==> src/rtl/ledger_pkg.sv <==
package ledger_pkg;
  typedef enum logic [1:0] {
    KIND_READ  = 2'b00,
    KIND_ADD   = 2'b01,
    KIND_TAKE  = 2'b10,
    KIND_RSVD  = 2'b11
  } kind_e;

  typedef enum logic [1:0] {
    ST_READ    = 2'b00,
    ST_OK      = 2'b01,
    ST_OVER    = 2'b10,
    ST_UNDER   = 2'b11
  } status_e;
endpackage

==> src/rtl/ledger_store.sv <==
module ledger_store #(
  parameter int N_ACCT = 8,
  parameter int W      = 8,
  localparam int SW    = (N_ACCT > 1) ? $clog2(N_ACCT) : 1
) (
  input  logic          clk_i,
  input  logic          rst_ni,
  input  logic          wr_en_i,
  input  logic [SW-1:0] wr_sel_i,
  input  logic [W-1:0]  wr_data_i,
  input  logic [SW-1:0] rd_sel_i,
  output logic [W-1:0]  rd_data_o
);
  logic [W-1:0] bal_q [N_ACCT];

  for (genvar g = 0; g < N_ACCT; g++) begin : g_acct
    always_ff @(posedge clk_i or negedge rst_ni) begin
      if (!rst_ni)                                 bal_q[g] <= '0;
      else if (wr_en_i && wr_sel_i == SW'(g))      bal_q[g] <= wr_data_i;
    end
  end

  always_comb begin
    rd_data_o = '0;
    for (int i = 0; i < N_ACCT; i++)
      if (rd_sel_i == SW'(i)) rd_data_o = bal_q[i];
  end
endmodule

==> src/rtl/ledger_decide.sv <==
module ledger_decide
  import ledger_pkg::*;
#(
  parameter int W = 8
) (
  input  kind_e         kind_i,
  input  logic [W-1:0]  amount_i,
  input  logic [W-1:0]  cur_i,
  output status_e       status_o,
  output logic [W-1:0]  next_o,
  output logic          wr_en_o
);
  logic [W:0] sum;
  logic [W:0] diff;

  // shared W+1 bit arithmetic; the top bit flags overflow / borrow
  assign sum  = {1'b0, cur_i} + {1'b0, amount_i};
  assign diff = {1'b0, cur_i} - {1'b0, amount_i};

  always_comb begin
    status_o = ST_READ;
    next_o   = cur_i;
    wr_en_o  = 1'b0;
    unique case (kind_i)
      KIND_ADD: begin
        if (sum[W]) status_o = ST_OVER;
        else begin
          status_o = ST_OK;
          next_o   = sum[W-1:0];
          wr_en_o  = 1'b1;
        end
      end
      KIND_TAKE: begin
        if (diff[W]) status_o = ST_UNDER;
        else begin
          status_o = ST_OK;
          next_o   = diff[W-1:0];
          wr_en_o  = 1'b1;
        end
      end
      default: ; // read and reserved
    endcase
  end
endmodule

==> src/rtl/ledger_bank.sv <==
module ledger_bank
  import ledger_pkg::*;
#(
  parameter int N_ACCT = 8,
  parameter int W      = 8,
  localparam int SW    = (N_ACCT > 1) ? $clog2(N_ACCT) : 1
) (
  input  logic          clk_i,
  input  logic          rst_ni,
  input  logic [SW-1:0] acct_i,
  input  logic [1:0]    kind_i,
  input  logic [W-1:0]  amount_i,
  output logic [1:0]    status_o,
  output logic [W-1:0]  balance_o
);
  logic [W-1:0] cur_bal;
  logic [W-1:0] next_bal;
  logic         wr_en;
  status_e      status;

  ledger_store #(.N_ACCT(N_ACCT), .W(W)) u_store (
    .clk_i     (clk_i),
    .rst_ni    (rst_ni),
    .wr_en_i   (wr_en),
    .wr_sel_i  (acct_i),
    .wr_data_i (next_bal),
    .rd_sel_i  (acct_i),
    .rd_data_o (cur_bal)
  );

  ledger_decide #(.W(W)) u_decide (
    .kind_i   (kind_e'(kind_i)),
    .amount_i (amount_i),
    .cur_i    (cur_bal),
    .status_o (status),
    .next_o   (next_bal),
    .wr_en_o  (wr_en)
  );

  assign status_o  = status;
  assign balance_o = next_bal;
endmodule

==> config.mk <==
export PLATFORM = sky130hd
export DESIGN_NAME = ledger_bank
export DESIGN_NICKNAME = d
export VERILOG_FILES = /design/src/rtl/ledger_pkg.sv /design/src/rtl/ledger_store.sv /design/src/rtl/ledger_decide.sv /design/src/rtl/ledger_bank.sv
export SDC_FILE = /design/constraint.sdc
export NUM_CORES = 1
export LEC_CHECK = 0
export BUFFER_PORTS_ARGS = -buffer_cell sky130_fd_sc_hd__clkbuf_2
export CORE_ASPECT_RATIO = 0.7
export CORE_UTILIZATION = 51
export CTS_BUF_LIST = sky130_fd_sc_hd__clkbuf_2 sky130_fd_sc_hd__clkbuf_4 sky130_fd_sc_hd__clkbuf_8
export DETAILED_ROUTE_END_ITERATION = 10
export GPL_TIMING_DRIVEN = 1
export PLACE_DENSITY = 0.79
export SYNTH_ARGS = -nofsm -noshare
export SYNTH_HDL_FRONTEND = slang
export SYNTH_SLANG_ARGS = --single-unit
==> constraint.sdc <==
create_clock -name clk_i -period 11.49 [get_ports clk_i]
set_input_delay 1.7235 -clock clk_i [delete_from_list [all_inputs] [get_ports clk_i]]
set_output_delay 1.7235 -clock clk_i [all_outputs]
set_load 0.02 [all_outputs]
# [After elaboration in Yosys (flattened, before gate mapping)]
# Index checks and enable logic that the tools add are counted.
# W data, S select, Z words.
[op_classes] addsub=2 n_eq_ne=9 mux=17 reduce_logical=9
[ops] op="$mux W8" count=10
[ops] op="$pmux W8 S2" count=1
[ops] op="$eq A3 B3 Y1 const B" count=4
[ops] op="$add A8 B8 Y9" count=1
[ops] op="$sub A8 B8 Y9" count=1
[ops] op="$logic_and A1 B1 Y1" count=8
[ops] op="$eq A3 B2 Y1 const B" count=2
[ops] op="$mux W2" count=2
[ops] op="$pmux W2 S2" count=1
[ops] op="$eq A3 B1 Y1 const B" count=1
[ops] op="$logic_not A3 Y1" count=1
[ops] op="$eq A2 B1 Y1 const B" count=1
[ops] op="$eq A2 B2 Y1 const B" count=1
[ops] op="$mux W1" count=2
[ops] op="$pmux W1 S2" count=1
[word_totals] reg_bits=64 in_bits=15 out_inout_bits=10

# [Logic depth before layout (Yosys ltp)]
# Gate-level depths: netlist (run 1).
[logic_depth] ltp_word=13 mapped_depth=16 ltp_nobuf=13

# [Hierarchy]
# A second synthesis (run 1) with hierarchy kept.
[unflattened] cells_unflattened=319 area_unflattened_um2=3975.1
[modules_own_cells] module="ledger_store" n_inst=1 cells_each=179 area_per_inst_um2=3032.9
[modules_own_cells] module="ledger_decide" n_inst=1 cells_each=140 area_per_inst_um2=942.2

# [Least setup slack after synthesis (run 1)]
# OpenSTA, ideal clock, no wires.
[synth_path] path_kind="input port to output port" from="in acct_i[0]" to="out balance_o[7]" arrival_time_ns=5.263 required_time_ns=9.767 setup_slack_ns=4.504 path_stages=15 path_buffers=3 cell_sequence="clkbuf_1 buf_2 mux4_2 mux2i_1 inv_1 ha_1 fa_1 nor2b_1 o211ai_2 a311o_1 and2_4 buf_6 a221o_1 nand2_1 o21ai_0"
[synth_between] elab_chain_cells=12 word_cells_on_any_way=21 cone_classes="add/sub: 2; eq/ne: 7; mux: 11; reduce/logical: 1"
[synth_lines] item="start, declared" line_no="ledger_bank.sv:10" rtl="input logic [SW-1:0] acct_i,"
[synth_lines] item="$logic_not A3 Y1" line_no="ledger_store.sv:26" rtl="if (rd_sel_i == SW'(i)) rd_data_o = bal_q[i];"
[synth_lines] item="$mux W8 (7 in a row)" line_no="ledger_store.sv:26"
[synth_lines] item="$mux W8 *" line_no="ledger_store.sv:26"
[synth_lines] item="$sub A8 B8 Y9 / $add A8 B8 Y9 (equally long branches)" line_no="ledger_decide.sv:18, ledger_decide.sv:17"
[synth_lines] item="$mux W8 (on tied branches)" line_no="ledger_decide.sv:34, ledger_decide.sv:26"
[synth_lines] item="$pmux W8 S2 *" line_no="ledger_decide.sv:24" rtl="unique case (kind_i)"
[synth_lines] item="end, declared" line_no="ledger_bank.sv:14" rtl="output logic [W-1:0] balance_o"
# Mark *: on every way between the ends. The rest lies on a longest branch, timed or not.

# [Worst setup path after layout (run 1)]
[layout_path] from="in acct_i[0]" to="out balance_o[5]"
# The elaborated chain is that of the path after synthesis.

==> summary.txt, run 1 <==
cell internal pwr = 0.510 mW
num rows = 26
grt met3 use = 0.0604
share of power burned in registers = 0.387
worst endpoint required time = 9.77 ns
synth top area cells = dfrtp_1, mux2_2, mux4_2
Net Sw Frac = 0.342
number of port buffers = 24
CTS clock-pin slew for the worst setup and hold paths = 0.06 ns
Post-CTS Hold Fix Bufs = 0
Layout Nets = 389
ant diodes = 0
final hold violation count = 0
Arr. time, crit path = 5.84 ns
max FFs per register = 64
H-tree depth = 3
FILL cells = 619
GPL Wtd Cong = 0.943
vias per cell = 6.02
power per cell area = 173 nW/µm²
Ports = 25
WHS = 0.505 ns
Final WS setup = 3.93 ns
async set or reset register ratio after synthesis = 1.00
Crit Path Category = primary input to output port
crit path max fanout = 24
switching power = 0.265 mW
postcts setup bufs = 0
top cells by count, synth = dfrtp_1, mux2_2, inv_1
Post-synth EDFFs = 0
Top reg by flops = u_store.bal_q
crit end category = output port
global-route wire length before repair = 14,200 µm
final setup violation count = 0
initial antenna violation count = 0
Max Slew Vio Count = 0
cell taking the most area after synthesis = dfrtp_1
overall die width = 109 µm
Die Height = 77.0 µm
Reg area = 1600 µm²
cell count after synthesis = 330
Fin Clk Skew = 0.00776 ns
DRT Wirelength = 8690 µm
final worst-path cycle share = 0.658
vias in the first global route = 2,795
clock sink count = 64
pre-CTS WS = 3.94 ns
largest registers = u_store.bal_q x64
DR pass1 iterations = 5
Static Leakage = 2.13 nW
worst vdd ir = 0.109 mV
Mapped Nets = 365
Syn. warnings = 0
Slew Limit Headroom = 0.432
DR vias = 2,746
share of layout cells above drive strength 1 = 0.413
final worst path period need = 7.56 ns
Setup crit start kind = primary input
outcome = finished clean
Seq/Total Area, Yosys = 0.391
Avg WL per Cell = 19.1 µm
Yosys cell types = 61
combinational power share = 0.369
Setup Total Neg Slack = 0 ns
mean post-synth cell area = 12.4 µm²
Max Clk Rate = 0.132 GHz
post-CTS sizing = 0
Most Crowded Layer GR = met2
area grow syn2layout = 9.22%
DRC Markers = 0
Clk pwr share = 0.244
worst slew pin tran = 0.853 ns
largest net degree at the start of global routing = 65
GR Util met1 = 0.322
Longest Clk Path Bufs = 2
Iter 0 DRT Violations = 162
number of max-cap violations = 0
CTS tree = yes
overall routing resource usage = 0.228
grt met2 use = 0.343
Final ANT Viol Nets = 0
number of buffers created by CTS = 9
clock root buffer = clkbuf_8
cell area after synthesis = 4100 µm²
initial core utilization = 0.543
footprint of the multi-input gates = 2330 µm²
Overflow after GRT = 0
worst-skew pair later-pin latency = 0.34 ns
Hold Crit Class = flip-flop to flip-flop
Detail Placement HPWL = 6390 µm
core area = 7550 µm²
unrepaired setup endpoints after global routing = no
post-synthesis register bit count = 64
die area = 8400 µm²
ys flop type = dfrtp_1
top-area cell type share of the netlist area = 0.391
final cells by class:
class                      count  area share
clock inverter                 4      0.0101
inverter                      27      0.0227
sequential                    64       0.358
tap                           98      0.0274
multi-input combinational    227       0.521
timing repair buffer          25      0.0285
clock buffer                  11      0.0324
metal layers:
| metal | share of wire | wire length (µm) |
|---|---|---|
| met5 | 0 | 0 |
| met4 | 0.012 | 100 |
| met3 | 0.058 | 502 |
| met2 | 0.45 | 3950 |
| met1 | 0.48 | 4130 |
through the flow:
step                utilization  instances  area (µm²)  power (mW)
detailed placement        0.568        441        4280       0.588
global route              0.593        456        4470       0.820
finish                    0.593        456        4470       0.775
floorplan                     -        330        4100       0.521
CTS                       0.593        456        4470       0.780
global placement          0.568        441        4280       0.576
critical path, stage by stage:
cell,delay (ns)
clkbuf_2,0.59
mux4_2,0.60
mux2i_1,0.35
inv_1,0.08
ha_1,0.22
fa_1,0.43
nor2b_1,0.18
o211ai_2,0.20
a311o_1,0.22
nand2_1,0.15
o211a_1,0.27
o32ai_2,0.55
clkbuf_2,0.27
logic make-up after synthesis:
logic type      count (synthesis)  synth area share
buf+inv                        39            0.0400
simple gates                   69             0.117
fa+ha+maj                      20            0.0648
compound gates                 55             0.123
mux                            81             0.260
xor+xnor                        2           0.00428
flops                          64             0.391
placed cells by master (no fill, tap or decap), drive strengths merged, types with 3 or more instances in the layout:
cell type  count
o32ai          4
or2            3
nand2         17
ha            18
dfrtp         64
nor2          17
nand2b         8
clkbuf        35
clkinv         4
o22ai          5
nor4           5
and2           5
o21ai          7
nor2b          5
mux2i          3
mux4          14
a221oi         4
mux2          64
inv           26
nor3           5
a21oi          5
a211oi         4
path summary, 6_finish.rpt:
path | startpoint | slack (ns) | endpoint | cells after the start
min reg2reg | u_store.bal_q[51] | 0.51 | u_store.bal_q[51] | 1
min in group asynchronous | rst_ni | 1.54 | u_store.bal_q[29] | 2
max in group asynchronous | rst_ni | 9.40 | u_store.bal_q[48] | 2
max reg2reg | u_store.bal_q[56] | 7.45 | u_store.bal_q[26] | 12
min | u_store.bal_q[51] | 0.51 | u_store.bal_q[51] | 1
max | acct_i[0] | 3.93 | balance_o[5] | 13
power groups by stage:
stage / clock network, mW / registers, mW / logic [mW]
6_report: 0.189 / 0.300 / 0.286
5_1_grt: 0.205 / 0.306 / 0.310
4_1_cts: 0.195 / 0.300 / 0.285
3_5_place_dp: 0 / 0.304 / 0.284
3_3_place_gp: 0 / 0.301 / 0.275
2_1_floorplan: 0 / 0.295 / 0.226
Note: power is estimated with default switching activity, not from simulation.
==> run 2, diff against run 1 <==
PLACE_DENSITY = 0.81   (was 0.79)
clock period = 6.4 ns   (was 11.49 ns; I/O delays follow)
==> run 2 against run 1 <==
  * Clock-buffer cell count is the same
  * Global-route usage is 1.4 points higher
  * Die area is the same
  * Utilization grew 0.55 points
  * Critical path depth is the same
  * Highest routed layer unchanged
  * Critical path type unchanged
  * Cell area increased by 0.92%
  * First-iteration DRC count is 13% lower
==> summary.txt, run 2 (synthesis gave the netlist of run 1 again) <==
outcome = finished clean (unchanged)
die area = 8400 µm² (unchanged)
Iter 0 DRT Violations = 141 (was 162)
largest registers = u_store.bal_q x64 (unchanged)
combinational power share = 0.369 (about the same)
area grow syn2layout = 10.2% (was 9.22%)
Ports = 25 (unchanged)
number of port buffers = 24 (unchanged)
CP cell instances = clkbuf_2 -> mux4_2 -> mux2i_1 -> inv_1 -> ha_1 -> fa_1 -> nor2b_1 -> o211ai_2 -> a311o_1 -> nand2_1 -> o221a_2 -> o32ai_2 -> clkbuf_2 (was clkbuf_2 -> mux4_2 -> mux2i_1 -> inv_1 -> ha_1 -> fa_1 -> nor2b_1 -> o211ai_2 -> a311o_1 -> nand2_1 -> o211a_1 -> o32ai_2 -> clkbuf_2)
number of max-cap violations = 0 (unchanged)
post-CTS sizing = 0 (unchanged)
final hold violation count = 0 (unchanged)
power per cell area = 314 nW/µm² (was 173 nW/µm²)
Setup crit start kind = primary input (unchanged)
Tot Pwr = 1.42 mW (was 0.775 mW)
DR pass1 iterations = 4 (was 5)
crit end category = output port (unchanged)
Net Sw Frac = 0.350 (was 0.342)
share of power burned in registers = 0.382 (was 0.387)
crit-path leading delay family = compound AO/OA/AOI/OAI gates (unchanged)
Fin Clk Skew = 0.00448 ns (was 0.00776 ns)
Core Util, Final = 0.598 (was 0.593)
CTS tree = yes (unchanged)
worst endpoint required time = 5.44 ns (was 9.77 ns)
Slew Limit Headroom = 0.438 (was 0.432)
Arr. time, crit path = 4.94 ns (was 5.84 ns)
ant diodes = 0 (unchanged)
final worst-path cycle share = 0.923
Post-CTS Hold Fix Bufs = 0 (unchanged)
Max Clk Rate = 0.169 GHz
Static Leakage = 2.15 nW (was 2.13 nW)
final setup violation count = 0 (unchanged)
num rows = 26 (unchanged)
CP bufs+invs = 3 (unchanged)
crit path max fanout = 11 (was 24)
Clk pwr share = 0.248 (was 0.244)
share of layout cells above drive strength 1 = 0.421 (was 0.413)
overall die width = 109 µm (unchanged)
switching power = 0.496 mW (was 0.265 mW)
FILL cells = 610 (was 619)
global-route wire length before repair = 15,100 µm (was 14,200 µm)
initial core utilization = 0.543 (unchanged)
vias per cell = 6.01 (was 6.02)
DRT Wirelength = 9180 µm (was 8690 µm)
Reg area = 1600 µm² (unchanged)
Overflow after GRT = 0 (unchanged)
Longest Clk Path Bufs = 2 (unchanged)
Final ANT Viol Nets = 0 (unchanged)
Max Slew Vio Count = 0 (unchanged)
worst vdd ir = 0.187 mV (was 0.109 mV)
slowest cell delay on critical path = 0.59 ns (was 0.60 ns)
Crit Path Category = primary input to output port (unchanged)
worst-skew pair later-pin latency = 0.35 ns (was 0.34 ns)
Die Height = 77.0 µm (unchanged)
placed cell areas = 4310 µm² (was 4280 µm²)
GPL Wtd Cong = 0.889 (was 0.943)
worst slew pin tran = 0.843 ns (was 0.853 ns)
Avg WL per Cell = 19.9 µm (was 19.1 µm)
Detail Placement HPWL = 6750 µm (was 6390 µm)
largest net degree at the start of global routing = 65 (unchanged)
Layout Nets = 393 (was 389)
Design Area, Final = 4520 µm² (was 4470 µm²)
Setup Total Neg Slack = 0 ns (unchanged)
H-tree depth = 3 (unchanged)
postcts setup bufs = 0 (unchanged)
core area = 7550 µm² (unchanged)
initial antenna violation count = 0 (unchanged)
most used cell, CP = clkbuf_2 (unchanged)
DRC Markers = 0 (unchanged)
CP max-delay cell = o32ai_2 (was mux4_2)
final worst path period need = 5.90 ns
overall routing resource usage = 0.242 (was 0.228)
unrepaired setup endpoints after global routing = no (unchanged)
Hold Crit Class = flip-flop to flip-flop (unchanged)
clock sink count = 64 (unchanged)
Top reg by flops = u_store.bal_q (unchanged)
max FFs per register = 64 (unchanged)
clock root buffer = clkbuf_8 (unchanged)
cell internal pwr = 0.921 mW (was 0.510 mW)
number of buffers created by CTS = 9 (unchanged)
most frequent cells in the layout = mux2_2, dfrtp_1, inv_1 (unchanged)
DR vias = 2,771 (was 2,746)
WHS = 0.507 ns (was 0.505 ns)
CTS clock-pin slew for the worst setup and hold paths = 0.06 ns (about the same)
vias in the first global route = 2,928 (was 2,795)
footprint of the multi-input gates = 2330 µm² (unchanged)
## run 2: routing by layer
metal | vias to the layer above | track usage | wire [µm]
li1 | 1283 | - | -
met1 | 1385 | 0.355 | 4390
met2 | 94 | 0.350 | 4010
met3 | 9 | 0.0740 | 690
met4 | 0 | 0.0541 | 85
met5 | - | 0 | 0
## run 2: power groups by stage
stage	registers [mW]	clock network (mW)	logic (mW)
after CTS	0.542	0.359	0.520
after detailed placement	0.548	0	0.519
after global placement	0.543	0	0.501
after floorplan	0.529	0	0.406
after global routing	0.553	0.376	0.567
final	0.542	0.352	0.523
## run 2: cell type report
type / instances / share of cell area
Clock buffer: 11 / 0.0321
Clock inverter: 5 / 0.0125
Inverter: 27 / 0.0224
Multi-Input combinational cell: 227 / 0.516
Sequential cell: 64 / 0.355
Tap cell: 98 / 0.0272
Timing Repair Buffer: 29 / 0.0349
## run 2: path summary, 6_finish.rpt
kind,end,slack [ns],cells after the start,from
setup reg to reg,u_store.bal_q[37],2.28,12,u_store.bal_q[32]
hold reg to reg,u_store.bal_q[5],0.51,1,u_store.bal_q[5]
min in group asynchronous,u_store.bal_q[53],0.78,2,rst_ni
hold / removal,u_store.bal_q[5],0.51,1,u_store.bal_q[5]
max in group asynchronous,u_store.bal_q[3],5.09,2,rst_ni
setup / recovery,balance_o[4],0.50,13,acct_i[0]
## run 2: worst register-to-register path, stage by stage (launching register included)
cell and delay, ns:
dfrtp_1 0.38, mux4_2 0.46, mux2i_1 0.35, inv_1 0.10, ha_1 0.23, fa_1 0.43, nor2b_1 0.19, o211ai_2 0.23
a311o_1 0.23, and2_4 0.25, nor2_8 0.10, nor4_4 0.64, mux2_2 0.41
## run 2: metrics by stage
stage,cells,worst slack [ns]
final,461,0.496
after global routing,461,0.287
after CTS,461,0.506
after detailed placement,445,0.529
after global placement,445,0.703
after floorplan,330,0.941
==> run 3, diff against run 2 <==
PLACE_DENSITY = 0.79   (was 0.81)
clock period = 7.6 ns   (was 6.4 ns; I/O delays follow)
==> run 3 against run 2 <==
  * Sequential share of layout area increased by 0.37 points
  * Largest cell class unchanged
  * Clock-buffer cell count increased by 2
  * Clock skew increased by 0.0047 ns
  * Register-to-register slack improved by 1.3 ns
  * Setup slack improved by 0.78 ns
  * Clock power decreased by 24%
  * Critical path type unchanged
==> summary.txt, run 3 (synthesis gave the netlist of run 1 again) <==
outcome = finished clean (unchanged)
Core Util, Final = 0.592 (was 0.598)
Tot Pwr = 1.16 mW (was 1.42 mW)
H-tree depth = 3 (unchanged)
initial core utilization = 0.543 (unchanged)
Setup Total Neg Slack = 0 ns (unchanged)
final worst path period need = 6.33 ns
ant diodes = 0 (unchanged)
share of layout cells above drive strength 1 = 0.417 (was 0.421)
Die Height = 77.0 µm (unchanged)
cell internal pwr = 0.748 mW (was 0.921 mW)
crit path max fanout = 24 (was 11)
Layout Nets = 390 (was 393)
final hold violation count = 0 (unchanged)
Top reg by flops = u_store.bal_q (unchanged)
worst-skew pair later-pin latency = 0.35 ns (about the same)
GPL Wtd Cong = 0.942 (was 0.889)
switching power = 0.408 mW (was 0.496 mW)
Fin Clk Skew = 0.00920 ns (was 0.00448 ns)
most frequent cells in the layout = mux2_2, dfrtp_1, inv_1 (unchanged)
Worst R2R Setup Slack = 3.56 ns (was 2.28 ns)
DR pass1 iterations = 4 (unchanged)
num rows = 26 (unchanged)
clock sink count = 64 (unchanged)
clock root buffer = clkbuf_8 (unchanged)
power per cell area = 259 nW/µm² (was 314 nW/µm²)
final cell count without fillers = 458 (was 461)
crit end category = output port (unchanged)
overall routing resource usage = 0.232 (was 0.242)
Max Used Layer = met4 (unchanged)
DR vias = 2,767 (was 2,771)
core area = 7550 µm² (unchanged)
CTS tree = yes (unchanged)
Clk pwr share = 0.231 (was 0.248)
overall die width = 109 µm (unchanged)
final worst-path cycle share = 0.833
CTS clock-pin slew for the worst setup and hold paths = 0.06 ns (about the same)
area grow syn2layout = 9.10% (was 10.2%)
Arr. time, crit path = 5.19 ns (was 4.94 ns)
worst endpoint required time = 6.46 ns (was 5.44 ns)
worst vdd ir = 0.161 mV (was 0.187 mV)
largest registers = u_store.bal_q x64 (unchanged)
placed cell areas = 4290 µm² (was 4310 µm²)
Final ANT Viol Nets = 0 (unchanged)
Static Leakage = 2.13 nW (was 2.15 nW)
max FFs per register = 64 (unchanged)
vias per cell = 6.04 (was 6.01)
Hold Path Sink = u_store.bal_q[41] (was u_store.bal_q[5])
hold-critical path depth = 1 (unchanged)
Ports = 25 (unchanged)
pre-CTS WS = 1.27 ns (was 0.529 ns)
Max Slew Vio Count = 0 (unchanged)
Worst R2R Path Depth = 12 (unchanged)
Avg WL per Cell = 19.3 µm (was 19.9 µm)
number of max-cap violations = 0 (unchanged)
worst slew pin tran = 0.862 ns (was 0.843 ns)
Longest Clk Path Bufs = 2 (unchanged)
global-route wire length before repair = 14,400 µm (was 15,100 µm)
final setup violation count = 0 (unchanged)
Design Area, Final = 4470 µm² (was 4520 µm²)
Slew Limit Headroom = 0.426 (was 0.438)
initial antenna violation count = 0 (unchanged)
number of port buffers = 24 (unchanged)
Detail Placement HPWL = 6510 µm (was 6750 µm)
Metal-1 WL = 4240 µm (was 4390 µm)
Hold Crit Start = u_store.bal_q[41] (was u_store.bal_q[5])
postcts setup bufs = 0 (unchanged)
Net Sw Frac = 0.353 (was 0.350)
combinational power share = 0.375 (was 0.369)
DR WL met3 = 392 µm (was 690 µm)
r2r startpoint = u_store.bal_q[32] (unchanged)
RR Endpoint = u_store.bal_q[30] (was u_store.bal_q[37])
number of buffers created by CTS = 9 (unchanged)
Final WS setup = 1.27 ns (was 0.496 ns)
vias in the first global route = 2,779 (was 2,928)
largest net degree at the start of global routing = 65 (unchanged)
Max Clk Rate = 0.158 GHz
Overflow after GRT = 0 (unchanged)
Crit Path Category = primary input to output port (unchanged)
DRT Wirelength = 8840 µm (was 9180 µm)
share of power burned in registers = 0.394 (was 0.382)
placed cells = 442 (was 445)
Iter 0 DRT Violations = 186 (was 141)
Hold Crit Class = flip-flop to flip-flop (unchanged)
metal2 WL = 4070 µm (was 4010 µm)
post-CTS sizing = 0 (unchanged)
DRC Markers = 0 (unchanged)
Post-CTS Hold Fix Bufs = 0 (unchanged)
die area = 8400 µm² (unchanged)
WHS = 0.505 ns (was 0.507 ns)
Setup crit start kind = primary input (unchanged)
unrepaired setup endpoints after global routing = no (unchanged)
[run 3: changes by cell type in the layout (fill, tap and decap cells not counted), sizes merged]
cell and delta:
buf -3, bufinv -1, clkbuf +2, clkinv -1
[run 3: power groups by stage]
| stage | Combinational, mW | Sequential, mW | Clock, mW |
|---|---|---|---|
| after detailed placement | 0.431 | 0.461 | 0 |
| after global routing | 0.469 | 0.463 | 0.294 |
| after global placement | 0.416 | 0.455 | 0 |
| final | 0.433 | 0.455 | 0.267 |
| after floorplan | 0.342 | 0.446 | 0 |
| after CTS | 0.432 | 0.455 | 0.277 |
[run 3: worst max path at each step]
stage	start	end
finish	acct_i[0]	balance_o[5]
global route	acct_i[0]	balance_o[1]
CTS	acct_i[0]	balance_o[4]
detailed placement	acct_i[0]	balance_o[4]
global placement	acct_i[0]	balance_o[5]
floorplan	acct_i[0]	balance_o[7]
[run 3: metal layers]
layer  track usage  vias up
met4        0.0743        0
met3        0.0740       14
met1         0.331     1404
li1              -     1277
met5             0        -
met2         0.333       72
[run 3: cell type report]
cell class,instances,area [µm²]
clock buffer,13,160
clock inverter,3,17.5
fill,618,3080
inverter,27,101
multi-input combinational,227,2330
sequential,64,1600
tap,98,123
timing repair buffer,26,135
[run 3: worst max-delay path, cell delays in order]
cell	delay, ns
clkbuf_2	0.60
mux4_2	0.59
mux2i_1	0.33
inv_1	0.08
ha_1	0.21
fa_1	0.42
nor2b_1	0.18
o211ai_2	0.20
a311o_1	0.22
nand2_1	0.15
o211a_1	0.27
o32ai_2	0.53
clkbuf_2	0.27
